[src/rtl/hbus_pkg.sv]
package hbus_pkg;

  localparam int NRES = 4;

  typedef enum logic [1:0] {
    RES_CMP  = 2'd0,
    RES_MSK1 = 2'd1,
    RES_MSK2 = 2'd2,
    RES_MEM  = 2'd3
  } res_e;

  // encoded as {wr_n, cmd_n}
  typedef enum logic [1:0] {
    CYC_CMD_WR = 2'b00,
    CYC_DAT_WR = 2'b01,
    CYC_CMD_RD = 2'b10,
    CYC_DAT_RD = 2'b11
  } cyc_e;

  localparam logic [3:0] OP_SEL_SRC  = 4'h1;
  localparam logic [3:0] OP_SEL_DST  = 4'h2;
  localparam logic [3:0] OP_OVERRIDE = 4'h3;

endpackage

[src/rtl/hbus_sync.sv]
module hbus_sync #(
  parameter int W      = 1,
  parameter int STAGES = 2
) (
  input  logic         clk,
  input  logic         rst_n,
  input  logic [W-1:0] d,
  output logic [W-1:0] q
);
  logic [STAGES-1:0][W-1:0] stg_q;

  always_ff @(posedge clk or negedge rst_n) begin
    if (!rst_n) stg_q <= '1;
    else        stg_q <= {stg_q[STAGES-2:0], d};
  end

  assign q = stg_q[STAGES-1];
endmodule

[src/rtl/hbus_edge.sv]
module hbus_edge (
  input  logic clk,
  input  logic rst_n,
  input  logic lvl,
  output logic fall,
  output logic rise
);
  logic prev_q;

  always_ff @(posedge clk or negedge rst_n) begin
    if (!rst_n) prev_q <= 1'b1;
    else        prev_q <= lvl;
  end

  assign fall = prev_q & ~lvl;
  assign rise = ~prev_q & lvl;
endmodule

[src/rtl/hbus_seg_ctr.sv]
module hbus_seg_ctr #(
  parameter int SEGS = 4,
  localparam int IW  = $clog2(SEGS)
) (
  input  logic          clk,
  input  logic          rst_n,
  input  logic          clr,
  input  logic          step,
  input  logic [IW-1:0] lim,
  output logic [IW-1:0] cnt
);
  logic [IW-1:0] cnt_d;

  always_comb begin
    cnt_d = cnt;
    if (clr)       cnt_d = '0;
    else if (step) cnt_d = (cnt >= lim) ? '0 : cnt + 1'b1;
  end

  always_ff @(posedge clk or negedge rst_n) begin
    if (!rst_n) cnt <= '0;
    else        cnt <= cnt_d;
  end
endmodule

[src/rtl/hbus_seg_bridge.sv]
module hbus_seg_bridge
  import hbus_pkg::*;
#(
  parameter int DQ_W        = 16,
  parameter int SEGS        = 4,
  parameter int SYNC_STAGES = 2,
  localparam int WORD_W     = DQ_W * SEGS,
  localparam int SEG_IW     = $clog2(SEGS)
) (
  input  logic                         clk,
  input  logic                         rst_n,
  input  logic                         bus_en_n,
  input  logic                         bus_wr_n,
  input  logic                         bus_cmd_n,
  input  logic [DQ_W-1:0]              dq_i,
  output logic [DQ_W-1:0]              dq_o,
  output logic                         dq_oe,
  input  logic [SEG_IW-1:0]            cam_top_seg,
  input  logic [NRES-1:0][WORD_W-1:0]  src_words,
  input  logic [DQ_W-1:0]              status_word,
  input  logic [NRES-1:0][DQ_W-1:0]    reg_words,
  output logic [DQ_W-1:0]              wr_data,
  output logic                         data_wr,
  output logic [1:0]                   data_dst,
  output logic [SEG_IW-1:0]            data_seg,
  output logic                         instr_wr,
  output logic                         reg_wr,
  output logic [1:0]                   reg_sel,
  output logic                         cmp_req
);
  localparam int SYNC_W = DQ_W + 3;

  // synchronized host inputs
  logic [SYNC_W-1:0] sync_q;
  logic              s_en_n;
  logic [DQ_W-1:0]   s_dq;
  cyc_e              cyc_now;
  logic              en_fall, en_rise;

  hbus_sync #(.W(SYNC_W), .STAGES(SYNC_STAGES)) i_sync (
    .clk(clk), .rst_n(rst_n),
    .d({bus_cmd_n, bus_wr_n, dq_i, bus_en_n}),
    .q(sync_q)
  );

  assign s_en_n  = sync_q[0];
  assign s_dq    = sync_q[DQ_W:1];
  assign cyc_now = cyc_e'({sync_q[DQ_W+1], sync_q[DQ_W+2]});

  hbus_edge i_edge (
    .clk(clk), .rst_n(rst_n), .lvl(s_en_n), .fall(en_fall), .rise(en_rise)
  );

  // state
  res_e              src_q, src_d, dst_q, dst_d;
  cyc_e              cyc_q, cyc_d;
  logic              busy_q, busy_d;
  logic              tco_q, tco_d, cyc_tco_q, cyc_tco_d;
  logic [1:0]        tco_sel_q, tco_sel_d;
  logic              oe_q, oe_d;
  logic [DQ_W-1:0]   wdata_q, wdata_d;
  logic              dwr_q, dwr_d, iwr_q, iwr_d, rwr_q, rwr_d, cmp_q, cmp_d;
  logic [1:0]        ddst_q, ddst_d;
  logic [SEG_IW-1:0] dseg_q, dseg_d;

  logic [SEG_IW-1:0] src_cnt, dst_cnt, dst_lim;
  logic              cmd_wr_fall, plain_cmd, dec_sps, dec_spd, dec_tco;
  logic              src_step, dst_step;
  logic [3:0]        op;

  assign op          = s_dq[DQ_W-1 -: 4];
  assign cmd_wr_fall = en_fall && (cyc_now == CYC_CMD_WR);
  assign plain_cmd   = cmd_wr_fall && !tco_q;
  assign dec_sps     = plain_cmd && (op == OP_SEL_SRC);
  assign dec_spd     = plain_cmd && (op == OP_SEL_DST);
  assign dec_tco     = plain_cmd && (op == OP_OVERRIDE);
  assign src_step    = en_rise && busy_q && (cyc_q == CYC_DAT_RD);
  assign dst_step    = en_rise && busy_q && (cyc_q == CYC_DAT_WR);
  assign dst_lim     = (dst_q == RES_CMP) ? cam_top_seg : SEG_IW'(SEGS - 1);

  hbus_seg_ctr #(.SEGS(SEGS)) i_src_ctr (
    .clk(clk), .rst_n(rst_n), .clr(dec_sps), .step(src_step),
    .lim(SEG_IW'(SEGS - 1)), .cnt(src_cnt)
  );

  hbus_seg_ctr #(.SEGS(SEGS)) i_dst_ctr (
    .clk(clk), .rst_n(rst_n), .clr(dec_spd), .step(dst_step),
    .lim(dst_lim), .cnt(dst_cnt)
  );

  // next-state logic
  always_comb begin
    busy_d    = busy_q;
    cyc_d     = cyc_q;
    cyc_tco_d = cyc_tco_q;
    oe_d      = oe_q;
    wdata_d   = wdata_q;
    tco_d     = tco_q;
    tco_sel_d = tco_sel_q;
    src_d     = src_q;
    dst_d     = dst_q;
    if (en_fall) begin
      busy_d    = 1'b1;
      cyc_d     = cyc_now;
      cyc_tco_d = tco_q && !cyc_now[0];
      oe_d      = cyc_now[1];
      if (!cyc_now[1]) wdata_d = s_dq;
    end else if (en_rise) begin
      busy_d = 1'b0;
      oe_d   = 1'b0;
      if (busy_q && cyc_tco_q) tco_d = 1'b0;
    end
    if (dec_tco) begin
      tco_d     = 1'b1;
      tco_sel_d = s_dq[1:0];
    end
    if (dec_sps) src_d = res_e'(s_dq[1:0]);
    if (dec_spd) dst_d = res_e'(s_dq[1:0]);
    dwr_d  = en_fall && (cyc_now == CYC_DAT_WR);
    ddst_d = dst_q;
    dseg_d = dst_cnt;
    cmp_d  = dwr_d && (dst_q == RES_CMP) && (dst_cnt == cam_top_seg);
    iwr_d  = plain_cmd && !(op inside {OP_SEL_SRC, OP_SEL_DST, OP_OVERRIDE});
    rwr_d  = cmd_wr_fall && tco_q;
  end

  // registers
  always_ff @(posedge clk or negedge rst_n) begin
    if (!rst_n) begin
      busy_q    <= 1'b0;
      cyc_q     <= CYC_DAT_RD;
      cyc_tco_q <= 1'b0;
      oe_q      <= 1'b0;
      wdata_q   <= '0;
      tco_q     <= 1'b0;
      tco_sel_q <= '0;
      src_q     <= RES_CMP;
      dst_q     <= RES_CMP;
      dwr_q     <= 1'b0;
      ddst_q    <= '0;
      dseg_q    <= '0;
      cmp_q     <= 1'b0;
      iwr_q     <= 1'b0;
      rwr_q     <= 1'b0;
    end else begin
      busy_q    <= busy_d;
      cyc_q     <= cyc_d;
      cyc_tco_q <= cyc_tco_d;
      oe_q      <= oe_d;
      wdata_q   <= wdata_d;
      tco_q     <= tco_d;
      tco_sel_q <= tco_sel_d;
      src_q     <= src_d;
      dst_q     <= dst_d;
      dwr_q     <= dwr_d;
      ddst_q    <= ddst_d;
      dseg_q    <= dseg_d;
      cmp_q     <= cmp_d;
      iwr_q     <= iwr_d;
      rwr_q     <= rwr_d;
    end
  end

  // read path: slice each source word into segments
  logic [NRES-1:0][SEGS-1:0][DQ_W-1:0] seg_view;
  for (genvar r = 0; r < NRES; r++) begin : g_res
    for (genvar g = 0; g < SEGS; g++) begin : g_seg
      assign seg_view[r][g] = src_words[r][g*DQ_W +: DQ_W];
    end
  end

  always_comb begin
    dq_o = '0;
    if (oe_q) begin
      if (cyc_q == CYC_DAT_RD) dq_o = seg_view[src_q][src_cnt];
      else if (cyc_tco_q)      dq_o = reg_words[tco_sel_q];
      else                     dq_o = status_word;
    end
  end

  assign dq_oe    = oe_q;
  assign wr_data  = wdata_q;
  assign data_wr  = dwr_q;
  assign data_dst = ddst_q;
  assign data_seg = dseg_q;
  assign instr_wr = iwr_q;
  assign reg_wr   = rwr_q;
  assign reg_sel  = tco_sel_q;
  assign cmp_req  = cmp_q;
endmodule

[config.mk]
export PLATFORM = sky130hd
export DESIGN_NAME = hbus_seg_bridge
export DESIGN_NICKNAME = d
export VERILOG_FILES = /design/src/rtl/hbus_pkg.sv /design/src/rtl/hbus_sync.sv /design/src/rtl/hbus_edge.sv /design/src/rtl/hbus_seg_ctr.sv /design/src/rtl/hbus_seg_bridge.sv
export SDC_FILE = /design/constraint.sdc
export NUM_CORES = 1
export LEC_CHECK = 0
export ABC_AREA = 0
export BUFFER_PORTS_ARGS = -buffer_cell sky130_fd_sc_hd__buf_2
export CORE_AREA = 2 2 154 156
export DETAILED_ROUTE_END_ITERATION = 7
export DIE_AREA = 0 0 156 158
export PLACE_DENSITY = 0.52
export SYNTH_ARGS = -nofsm -noshare
export SYNTH_HDL_FRONTEND = slang
export SYNTH_SLANG_ARGS = --single-unit
[constraint.sdc]
create_clock -name clk -period 2.4 [get_ports clk]
set_input_delay 0.48 -clock clk [delete_from_list [all_inputs] [get_ports clk]]
set_output_delay 0.48 -clock clk [all_outputs]
set_load 0.01 [all_outputs]
======== Word level (Yosys, flattened, before mapping) ========
Index checks and enable logic that the tools add are counted.
storage, ports and cells
  bits in writable memories ............... 0
  memories kept ........................... 0
  flip-flop bits (word level) ............. 79
  latch bits .............................. 0
  ROM bits ................................ 0
  output and inout port bits .............. 43
operators by class
  shift-type cells ........................ 0
  divide/modulo/power cells ............... 0
  $lt $le $gt $ge ......................... 5
  $add $sub $neg .......................... 2
  $mul .................................... 0
  reduce and logical (&&, ||, !) cells .... 28
  muxes and demuxes ....................... 23
  eq/ne operators ......................... 8
  bitwise operators ....................... 5
operator list
  kind                                                       number
  binary-select mux 64 bit (select 2 bit)                    1
  2-to-1 mux 16 bit                                          5
  binary-select mux 16 bit (select 2 bit)                    2
  2-to-1 mux 64 bit                                          1
  logical AND 1 bit                                          15
  2-to-1 mux 2 bit                                           7
  nonzero test 2 bit                                         5
  < comparator 2 x 3 -> 1 bit (second input constant)        3
  == test 4 x 2 -> 1 bit (second input constant)             2
  2-to-1 mux 1 bit                                           7
  adder 2 x 1 -> 2 bit (second input constant)               2
  == test 2 x 1 -> 1 bit (second input constant)             2
  == test 4 x 1 -> 1 bit (second input constant)             1
  zero test 2 bit                                            2
  zero test 1 bit                                            3
  NOT 1 bit                                                  3
  AND reduction 3 bit                                        1
  nonzero test 3 bit                                         1
  bitwise AND 1 bit                                          2
  == test 2 bit                                              1
  == test 2 bit (second input constant)                      1
  greater-or-equal comparator 2 bit                          1
  greater-or-equal comparator 2 bit (second input constant)  1
  != test 2 x 1 -> 1 bit (second input constant)             1
  AND reduction 2 bit                                        1

======== Longest topological paths before layout ========
  depth after elaboration ................. 7
  depth in mapped cells ................... 7
  depth with buffers taken out ............ 6

======== Cells and area by module ========
Synthesis repeated with hierarchy kept, for this count alone.
second synthesis, totals
  cells, all modules ...................... 428
  area, all modules ....................... 5537.8 sq um
modules (own cells, without submodules)
  module           seq. area each (sq um)  times used  cells each  area each (sq um)
  hbus_seg_bridge  903.4                   1           338         4047.6
  hbus_sync        998.5                   1           57          1141.1
  hbus_seg_ctr     50.0                    2           15          153.9
  hbus_edge        26.3                    1           3           41.3

======== Worst setup path after synthesis ========
OpenSTA, ideal clock, no wires.
  path type ............................... register -> output
  start ................................... register src_q[0]
  end ..................................... output port dq_o[10]
  data required time ...................... 1.920 ns
  setup slack ............................. 0.479 ns
  arrival time ............................ 1.441 ns
  path buffers ............................ 2
  stages on the path, launching flop included .. 6
  cells stage by stage .................... dfrtp_1 > buf_6 > buf_6 > mux4_1 > o21ai_1 > o211ai_1
on the way
  longest elaborated chain between the ends .. 6
RTL lines
  element                                  line                    RTL
  start, declared                          hbus_seg_bridge.sv:55   res_e src_q, src_d, dst_q, dst_d;
  start signal, assigned                   hbus_seg_bridge.sv:153  src_q <= src_d;
  binary-select mux 64 bit (select 2 bit)  hbus_seg_bridge.sv:175  if (cyc_q == CYC_DAT_RD) dq_o = seg_view[src_q][src_cnt];
  2-to-1 mux 64 bit (not written as such)  hbus_seg_bridge.sv:175
  binary-select mux 16 bit (select 2 bit)  hbus_seg_bridge.sv:175
  2-to-1 mux 16 bit (not written as such)  hbus_seg_bridge.sv:175
  2-to-1 mux 16 bit                        hbus_seg_bridge.sv:175
  2-to-1 mux 16 bit                        hbus_seg_bridge.sv:174  if (oe_q) begin
  end, declared                            hbus_seg_bridge.sv:16   output logic [DQ_W-1:0] dq_o,
Every way passes these cells. The select of a mux whose other input is x is not followed.

======== Worst setup path in the final report ========
  start ................................... register src_q[0]
  end ..................................... output port dq_o[7]
Same word-level chain as after synthesis.

==> results by group <==
STA
  • Final hold violation count: 0
  • # setup viols final: 16
  • Fin crit share: 1.129
  • Worst slew pin tran: 0.6113 ns
  • RSZ-0062 raised after global routing: yes
  • Fmax: 369.1 MHz
  • Pins Over Slew Limit: 0
  • Tmin final: 2.709 ns
  • Rel. slew slack: 0.5906
  • Final setup margin: -0.3093 ns
  • Layout Skew: around 0.011 ns
  • Hold WS: between 0.07 and 0.08 ns

Worst setup path
  • CP Max Fanout: 11
  • Critical path class: flop to primary output
  • Worst EP required: 1.92 ns
  • Worst EP arrival: 2.23 ns
  • Crit end category: primary output
  • CP Launch Type: flop

Route
  • Avg WL per Cell: around 22 um
  • DR vias: approximately 5,600
  • Residual DRC: 0
  • Drt pass-1 iters: 4
  • Via/cell ratio: about 4.8
  • DRT iter0 DRCs: 364
  • Final wirelength: 26,000 um
  • Antenna-violating nets left: 0

Clocking
  • Clk Tree Root Cell: clkbuf_16
  • # clock sinks: 79
  • # H-tree levels: 3
  • Clk_lat worst skew: 0.33 ns
  • Total CTS buffers: 9
  • TritonCTS clock tree: built
  • Cts-stage hold buffer count: 0
  • Clk buf depth: 2
  • Clock transition at path regs: 0.07 ns

Floorplanning
  • Die Area: about 0.025 sq mm
  • Row cnt: 56
  • Ports: between 400 and 500
  • Core area: 0.02305 sq mm
  • Vert. Die Dim: 158 um
  • Initial Util: 0.2431
  • Die width: 156 um

Placed design
  • Cells after DPL: 1,127
  • Gpl congestion: 0.9133
  • Final HPWL from detailed placement: approximately 22,000 um
  • Port bufs: 401

Logic synthesis
  • Warnings from Yosys: 0
  • Commonest cells post-synth: 84 x mux2i_1, 43 x mux4_1, 41 x dfstp_2
  • Dominant cell by count in the synthesized netlist: mux2i_1
  • EDFF count, synth: 0
  • Sequential share of the synthesized area: 0.3620
  • Post-Syn Area per Cell: 13.25 sq um
  • Register bit total from synthesis: 79
  • Asr flop ratio synth: 1.000
  • Netlist cell types: 38
  • Commonest register cell after synthesis: dfstp_2
  • Syn Inst Count: 423
  • Synth area leader: mux4_1
  • Mapped cell area: 0.005603 sq mm
  • Net Count, Synth: a little under 800
  • Yosys top cell area share: 0.2017
  • Ranking of synthesized cells by area: mux4_1 20%, dfstp_2 19%, dfrtp_1 17%

Cells and area
  • End-of-flow core utilization: 0.3759
  • Fill count: 2,358
  • Final #Nets: around 1,200
  • Share of cells above drive strength 1: 0.6920
  • Area occupied by registers: 0.002036 sq mm
  • Final Non-Filler Cells: 1,160
  • Multi-input logic area: 0.003323 sq mm
  • Area grow syn2layout: 54.64%

Status
  • Failing checks: setup timing
  • Status: finished with violations

GRT
  • Vias in the first global route: 5,507
  • Global-route wire length before repair: 34,820 um
  • All-Layer GR Usage: 0.1960
  • Pin count of the biggest net entering global routing: 38
  • Antenna violations before repair: 13
  • GR Overflow Total: 0

Hold path
  • Type of the most critical hold path: input pin to async pin

Power
  • Power per Cell Area: approximately 570 mW/mm^2
  • Pleak: 4.026 nW
  • VDD IR max: 0.5020 mV

Run
  • Max-cap violations: 0
-- worst max-delay path: stages, from the launching register on --
cell	delay, ns
dfrtp_4	0.51
buf_4	0.18
buf_12	0.15
mux4_2	0.52
mux2i_2	0.23
o211ai_1	0.13
buf_2	0.17
-- through the flow --
stage               power (W)  TNS (ns)  instance area, sq um  setup WS [ns]
floorplan            0.002533         0                  5603         0.4788
global placement     0.003364   -0.1689                  8152        -0.1310
detailed placement   0.003380   -0.2753                  8152        -0.1597
CTS                  0.004964    -4.449                  8549        -0.3276
global route         0.005201    -5.343                  8660        -0.3865
finish               0.004946    -3.988                  8665        -0.3093
-- cell type report --
class,instances,share of cell area
diodes,3,0.0008664
clock buffers,10,0.02758
clock inverters,6,0.008520
inverters,4,0.001733
multi-input cells,305,0.3835
flip-flops and latches,79,0.2349
well taps,290,0.04188
repair buffers,463,0.3009
-- power breakdown --
group	total [W]	switching [W]	internal [W]
Clock	0.00141	0.000563	0.000848
Combinational	0.00191	0.000900	0.00101
Sequential	0.00162	0.000116	0.00151
-- layout by cell type (no fill, tap or decap), types with 3 or more instances in the layout --
master and n:
mux4_1 17, mux4_2 30, o211ai_1 15, buf_6 10, diode_2 3, o21ai_0 18
o21ai_1 18, ha_1 5, buf_12 4, mux2i_2 9, a221oi_1 13, and3b_1 3
dfstp_2 41, nor2b_1 16, buf_4 46, inv_1 4, nand2b_1 3, mux2i_4 4
mux2_2 24, mux2i_1 71, nor3_1 3, o22ai_1 15, dfrtp_2 3, dfrtp_1 34
clkbuf_16 10, nor2_1 6, a221oi_2 3, nand2_1 5, buf_2 400, and3_1 3
-- worst paths after layout --
path,from,end,slack [ns],depth (start not counted)
max in group asynchronous,rst_n,i_sync.q[8]$_DFF_PN1_,1.65,2
hold / removal,rst_n,tco_q$_DFFE_PN0P_,0.07,1
setup / recovery,src_q[0]$_DFFE_PN0P_,dq_o[7],-0.31,6
min in group clk,dq_i[1],i_sync.stg_q[2]$_DFF_PN1_,0.24,1
setup reg to reg,i_edge.prev_q$_DFF_PN1_,src_q[1]$_DFFE_PN0P_,0.42,5
hold reg to reg,i_sync.stg_q[13]$_DFF_PN1_,i_sync.q[13]$_DFF_PN1_,0.35,0
-- sequential cells by signal, indices dropped and copies added, names as in the netlist, 2 cells and up --
register	count
i_sync.q	19
i_sync.stg_q	19
wr_data	16
cyc_q	2
data_dst	2
data_seg	2
ddst_d	2
i_dst_ctr.cnt	2
i_src_ctr.cnt	2
reg_sel	2
src_q	2
-- metal layers --
| metal | global-route usage | wire length, um | up-vias | part of all wire |
|---|---|---|---|---|
| met2 | 0.3188 | 12330 | 301 | 0.47 |
| li1 | - | - | 2582 | - |
| met5 | 0 | 133 | - | 0.0051 |
| met4 | 0.03670 | 387 | 22 | 0.015 |
| met1 | 0.2565 | 10550 | 2648 | 0.41 |
| met3 | 0.06543 | 2601 | 44 | 0.10 |
-- timing repair --
| action | CTS | global route |
|---|---|---|
| resized for setup | 55 | 11 |
| gates cloned | 0 | 2 |
| setup buffers | 7 | 6 |
| pin swaps | 2 | 6 |
| setup endpoints to repair | 16 | 16 |
-- logic make-up (layout without fill, tap and decap cells) --
group,Yosys count,after routing,synth area share
mux,155,155,0.4160
compound gates,91,91,0.1050
flops,79,79,0.3620
simple gates,52,52,0.05427
buf+inv,39,483,0.04846
fa+ha+maj,5,5,0.01117
xor+xnor,2,2,0.003127
other cells,0,3,0
Note: power is estimated with default switching activity, not from simulation.
